## src/rtl/prio_irq_pkg.sv

```systemverilog
package prio_irq_pkg;

  // Strobes from the control half to the datapath half.
  typedef struct packed {
    logic loadMask;     // replace the whole mask register
    logic captureCode;  // latch the current winner's code
  } irqStrobes_t;

endpackage

```

## src/rtl/prio_irq_datapath.sv

```systemverilog
module prio_irq_datapath
  import prio_irq_pkg::*;
#(
  parameter int NUM_SLOTS = 16,
  parameter int CODE_W    = 6,
  parameter int CODE_BASE = 8
) (
  input  logic                 clk,
  input  logic                 rst_n,
  input  irqStrobes_t          strobes,
  input  logic [NUM_SLOTS-1:0] devReq,
  input  logic [NUM_SLOTS-1:0] maskData,
  output logic                 anyPending,
  output logic [NUM_SLOTS-1:0] maskQ,
  output logic [CODE_W-1:0]    ackCode
);

  localparam int IDX_W = (NUM_SLOTS > 1) ? $clog2(NUM_SLOTS) : 1;

  logic [NUM_SLOTS-1:0] liveReq;
  logic [CODE_W-1:0]    slotCode [NUM_SLOTS];
  logic [IDX_W-1:0]     winIdx;
  logic                 winFound;
  logic [CODE_W-1:0]    winCode;

  // Each slot's code is fixed by its index.
  for (genvar g = 0; g < NUM_SLOTS; g++) begin : g_code
    assign slotCode[g] = CODE_W'(CODE_BASE + g);
  end

  // A set mask bit blocks the slot.
  assign liveReq    = devReq & ~maskQ;
  assign anyPending = |liveReq;

  // Scan from the lowest rank upwards so that the lowest index wins.
  always_comb begin
    winIdx   = '0;
    winFound = 1'b0;
    for (int i = NUM_SLOTS - 1; i >= 0; i--) begin
      if (liveReq[i]) begin
        winIdx   = IDX_W'(i);
        winFound = 1'b1;
      end
    end
    winCode = winFound ? slotCode[winIdx] : '0;
  end

  always_ff @(posedge clk) begin
    if (!rst_n) begin
      maskQ   <= '0;
      ackCode <= '0;
    end else begin
      if (strobes.loadMask)    maskQ   <= maskData;
      if (strobes.captureCode) ackCode <= winCode;
    end
  end

endmodule

```

## src/rtl/prio_irq_control.sv

```systemverilog
module prio_irq_control
  import prio_irq_pkg::*;
(
  input  logic        clk,
  input  logic        rst_n,
  input  logic        maskWe,
  input  logic        intAck,
  input  logic        svcEnd,
  input  logic        anyPending,
  output irqStrobes_t strobes,
  output logic        gieQ,
  output logic        intReq
);

  always_comb begin
    strobes.loadMask    = maskWe;
    strobes.captureCode = intAck;
  end

  // The global enable drops on acknowledge and rises on end of service.
  // Acknowledge takes precedence.
  always_ff @(posedge clk) begin
    if (!rst_n)      gieQ <= 1'b1;
    else if (intAck) gieQ <= 1'b0;
    else if (svcEnd) gieQ <= 1'b1;
  end

  assign intReq = anyPending & gieQ;

endmodule

```

## src/rtl/prio_irq_ctrl.sv

```systemverilog
module prio_irq_ctrl
  import prio_irq_pkg::*;
#(
  parameter int NUM_SLOTS = 16,
  parameter int CODE_W    = 6,
  parameter int CODE_BASE = 8
) (
  input  logic                 clk,
  input  logic                 rst_n,
  input  logic [NUM_SLOTS-1:0] devReq,
  input  logic                 maskWe,
  input  logic [NUM_SLOTS-1:0] maskData,
  input  logic                 intAck,
  input  logic                 svcEnd,
  output logic                 intReq,
  output logic [CODE_W-1:0]    ackCode
);

  irqStrobes_t          strobes;
  logic                 anyPending;
  logic                 gieQ;
  logic [NUM_SLOTS-1:0] maskQ;

  prio_irq_control u_ctrl (
    .clk        (clk),
    .rst_n      (rst_n),
    .maskWe     (maskWe),
    .intAck     (intAck),
    .svcEnd     (svcEnd),
    .anyPending (anyPending),
    .strobes    (strobes),
    .gieQ       (gieQ),
    .intReq     (intReq)
  );

  prio_irq_datapath #(
    .NUM_SLOTS (NUM_SLOTS),
    .CODE_W    (CODE_W),
    .CODE_BASE (CODE_BASE)
  ) u_dp (
    .clk        (clk),
    .rst_n      (rst_n),
    .strobes    (strobes),
    .devReq     (devReq),
    .maskData   (maskData),
    .anyPending (anyPending),
    .maskQ      (maskQ),
    .ackCode    (ackCode)
  );

endmodule

```

## config.mk

```make
export PLATFORM = sky130hd
export DESIGN_NAME = prio_irq_ctrl
export DESIGN_NICKNAME = d
export VERILOG_FILES = /design/src/rtl/prio_irq_pkg.sv /design/src/rtl/prio_irq_datapath.sv /design/src/rtl/prio_irq_control.sv /design/src/rtl/prio_irq_ctrl.sv
export SDC_FILE = /design/constraint.sdc
export NUM_CORES = 1
export LEC_CHECK = 0
export ABC_AREA = 1
export BUFFER_PORTS_ARGS = -buffer_cell sky130_fd_sc_hd__buf_2
export CAP_MARGIN = 20
export CELL_PAD_IN_SITES_DETAIL_PLACEMENT = 1
export CELL_PAD_IN_SITES_GLOBAL_PLACEMENT = 1
export CORE_ASPECT_RATIO = 0.75
export CORE_UTILIZATION = 31
export DETAILED_ROUTE_END_ITERATION = 10
export GPL_TIMING_DRIVEN = 0
export PLACE_DENSITY = 0.83
export SYNTH_ARGS = -nofsm -noshare
export SYNTH_HDL_FRONTEND = slang
export SYNTH_SLANG_ARGS = --single-unit
```

## constraint.sdc

```tcl
create_clock -name clk -period 1.5 [get_ports clk]
set_clock_uncertainty 0.15 [all_clocks]
set_input_delay 0.225 -clock clk [delete_from_list [all_inputs] [get_ports clk]]
set_output_delay 0.225 -clock clk [all_outputs]
set_load 0.05 [all_outputs]
```

======== After elaboration in Yosys (flattened, before gate mapping) ========
Memory sizes are Yosys's and may differ from the RTL's.
Cells that the tools add are included.
storage, ports and cells
  bits in registers ....................... 23
  bits in read-only memories .............. 96
  bits of input ports ..................... 37
  logic and storage cells ................. 48
  memories ................................ 1
memory list
  memory           words  width  read ports  clocked after memory_dff  wr ports  line                     source
  (no name shown)  16     6      1           0                         0         prio_irq_datapath.sv:45  winCode = winFound ? slotCode[winIdx] : '0;
operators by class
  magnitude comparators ................... 1
  multiplexer cells ....................... 37
  bitwise operators ....................... 4
  reduce and logical (&&, ||, !) cells .... 2
operators by type and width
  kind                number
  $mux 4              16
  $mux 1              18
  $mux 6              3
  $and 16x16->16      1
  $not 16->16         1
  $reduce_or 16->1    1
  $ge 5x5->1 const B  1
  $not 4->5           1
  $reduce_bool 2->1   1
  $and 1x1->1         1

======== Depth between registers and ports, before layout ========
  word-level depth ........................ 23
  depth in mapped cells ................... 18

======== Hierarchy ========
Synthesis repeated with hierarchy kept, for this count alone.
unflattened totals
  cell total of the unflattened synthesis .. 156
  area, all modules ....................... 1116.1 µm²
by module, submodules not included
  module             instances  cells an instance  area an instance (µm²)  seq. area each (µm²)
  prio_irq_datapath  1          148                1061.0                  420.4
  prio_irq_control   1          8                  55.1                    20.0

======== Least setup slack after synthesis ========
No wires, ideal clock.
  path kind ............................... reg2out
  start point ............................. reg u_dp.maskQ[0]
  end point ............................... out intReq
  data arrival time ....................... 1354 ps
  data required time ...................... 1125 ps
  slack ................................... -229 ps
  cell stages (with the launch flop) ...... 7
  path through ............................ dfxtp_1 -> nor2_1 -> nand3b_1 -> inv_2 -> nand2_1 -> nor2_1 -> nor2_1
on the way
  word-level cells in the longest chain between the ends .. 4
RTL lines
  what                    line                     source
  from (decl)             prio_irq_datapath.sv:14  output logic [NUM_SLOTS-1:0] maskQ,
  from (signal assigned)  prio_irq_datapath.sv:53  if (strobes.loadMask) maskQ <= maskData;
  $not 16->16             prio_irq_datapath.sv:32  assign liveReq = devReq & ~maskQ;
  $and 16x16->16          prio_irq_datapath.sv:32
  $reduce_or 16->1        prio_irq_datapath.sv:33  assign anyPending = |liveReq;
  $and 1x1->1             prio_irq_control.sv:28   assign intReq = anyPending & gieQ;
  to (decl)               prio_irq_ctrl.sv:15      output logic intReq,
No other way between the ends.

======== Worst setup path after layout ========
  start point ............................. reg u_dp.maskQ[10]
  end point ............................... out intReq
Same word-level chain as after synthesis.

==> flow_metrics.tcl <==
set metrics [dict create \
    setup_viol 4 \
    hold_path_depth 3 \
    rows 17 \
    r2r_setup_slack_ps -140 \
    regToRegStartpoint "u_dp.maskQ[15]" \
    synth_nets 190 \
    wl_per_cell_um 13.76 \
    clock_latency_ps 270 \
    h-tree-depth 1 \
    cts_sinks 22 \
    synth_xor_area_share_pct 0 \
    cap_violations 0 \
    hp-class "input port to register" \
    cp-start-kind "register" \
    violations "negative setup slack" \
    vias 1156 \
    fmax_mhz 576.5 \
    first_global_vias 1182 \
    yosys_register_bits 22 \
    r2r_cells 17 \
    cts_buffers 3 \
    ant_nets 0 \
    synth_compound_area_share_pct 19.81 \
    cts_tree "yes" \
    avgSynthCellArea_um2 6.935 \
    wl_mm 3.371 \
    worstPathRequired_ps 1120 \
    syn_to_final_growth_pct 45.40 \
    status "finished with violations" \
    max_stage_delay_ps 330 \
    drc_errors 0 \
    synth_cell_types 22 \
    final_cell_mix "buf_2, nand2_1, nand2_2, a21oi_1, o21ai_0" \
    grt_pass1_wl_mm 5.313 \
    fin_tns_setup_ps -561.5 \
    grt_setup_unrepaired "yes" \
    synthSimpleGateAreaFrac_pct 27.71 \
    synthesis.area_um2 1061 \
    crit_arrival_ps 1360 \
    post-route-min-period_ps 1735 \
    ctsHoldBuffers 0 \
    clk_pin_slew_ps 80 \
    antenna_found_initial 0 \
    yosys.area_share.adder_pct 0 \
    synthMuxAreaShare_pct 0 \
    timing.rr.end "u_dp.ackCode[0]" \
    coreArea_um2 3105 \
    dp.cells 232 \
    clockBufferDepth 2 \
    nets 245 \
    cts-root-buf "clkbuf_8" \
    hold_violations 0 \
    ys_seq_area_share_pct 41.51 \
    p_per_area_nw_per_um2 914.6 \
    grt_max_degree 13 \
    synthCells 153 \
    initial_core_util_pct 34.17 \
    hpwlAfterDp_mm 2.382 \
    crit_path_top_delay_cell "dfxtp_1" \
    die_area_um2 3663 \
    avgViaCountPerCell 4.718 \
    hold_end "u_ctrl.gieQ" \
    drtIter0Drc 18 \
    die_x_um 69.56 \
    slew_viol_final 0 \
    p_leak_nw 0.7596 \
    layout-drive-gt1-share_pct 53.14 \
    ir_drop_mv 0.3970 \
    end_kind "primary output" \
    pin_count 44 \
    period_share_pct 115.6 \
    finalNonFillerCells 245 \
    cp_cell_sequence "inv_2 > nand2_2 > nand2_1 > nor2_2 > nand2_2 > nor2_4 > nor2_4 > buf_8" \
    grt_overflow 0 \
    n_antenna_cell 0 \
    gp_congestion 0.7546 \
    die_h_um 52.67 \
    grtUsageTotal_pct 19.11 \
    final_common_cell "buf_2" \
    ys.warnings.count 0 \
    hold_path.startpoint "svcEnd" \
    setup_slack_ps -234.7 \
    crit_fanout 3 \
    portBuffers 41 \
    worstSetupPathType "register to primary output" \
    synth_top_family_by_area "simple AND/OR/NAND/NOR gates" \
    dr.pass1.iters 4 \
]
==> cell usage after synthesis, drive strengths merged <==
cell type	count	area (um^2)
nand2	41	201.4
inv	23	86.34
dfxtp	22	440.4
o21ai	20	100.1
a21oi	17	88.84
nor2	15	58.81
clkbuf	5	18.77
nand3	2	10.01
a22oi	1	7.510
a31oi	1	6.260
buf	1	7.510
conb	1	3.750
nand3b	1	7.510
nor3	1	10.01
o31ai	1	7.510
or2	1	6.260
==> state kept, by name (all words and copies together) (netlist names) <==
register,cells
u_dp.maskQ,16
u_dp.ackCode,5
u_ctrl.gieQ,1
==> cell type report <==
type                    count  area (um^2)
fillers                   396         1563
multi-input cells         102        594.3
flip-flops and latches     22        450.4
repair buffers             50        282.8
inverters                  23        86.33
clock buffers               4        55.05
well taps                  38        47.55
plain buffers               6        26.28
==> stage by stage <==
step / hold slack, ps / power, mW / area [um^2] / worst slack (ps) / utilization [%]
global placement: 285.3 / 0.9184 / 1321 / -95.74 / 42.55
CTS: 31.18 / 1.389 / 1451 / -256.7 / 46.74
floorplan: 199.8 / 0.8332 / 1069 / 116.2 / -
detailed placement: 301.8 / 0.9337 / 1321 / -165.7 / 42.55
finish: 30.93 / 1.411 / 1543 / -234.7 / 49.68
global route: 28.84 / 1.500 / 1543 / -319.1 / 49.68
==> routing by layer <==
layer | up-vias | share of wire (%) | global-route usage, %
met5 | - | 0 | 0
met4 | 0 | 0.36 | 3.061
met3 | 4 | 5.3 | 5.577
met2 | 31 | 50 | 36.89
met1 | 536 | 44 | 21.40
li1 | 585 | - | -
==> worst max path at each step <==
stage	slack, ps	start	cells after the start	endpoint
after floorplan	120	u_dp.maskQ[3]	9	intReq
after global placement	-100	u_dp.maskQ[14]	8	intReq
after detailed placement	-170	u_dp.maskQ[14]	8	intReq
after CTS	-260	u_dp.maskQ[3]	10	intReq
after global routing	-320	u_dp.maskQ[2]	10	intReq
final	-230	u_dp.maskQ[10]	8	intReq
==> worst max-delay path, delay by kind of cell, from the launching register on <==
family	cells	cell delay [ps]
AND/OR/NAND/NOR	6	590
flip-flops	1	330
buffers and inverters	2	180
==> where the power goes <==
part	total (mW)	switching, mW	internal [mW]
clock	0.432	0.198	0.234
combinational	0.336	0.205	0.130
sequential	0.643	0.0184	0.625
==> kinds of logic after synthesis <==
logic type,after synthesis
buffers and inverters,29
AND/OR/NAND/NOR,61
AO/OA/AOI/OAI,40
flip-flops,22
other,1
==> repair_timing <==
action	CTS	global route
gates cloned	0	0
setup endpoints to repair	3	6
buffers inserted	4	6
resized for setup	17	17
pin swaps	4	14
(Power assumes the default switching activity.)
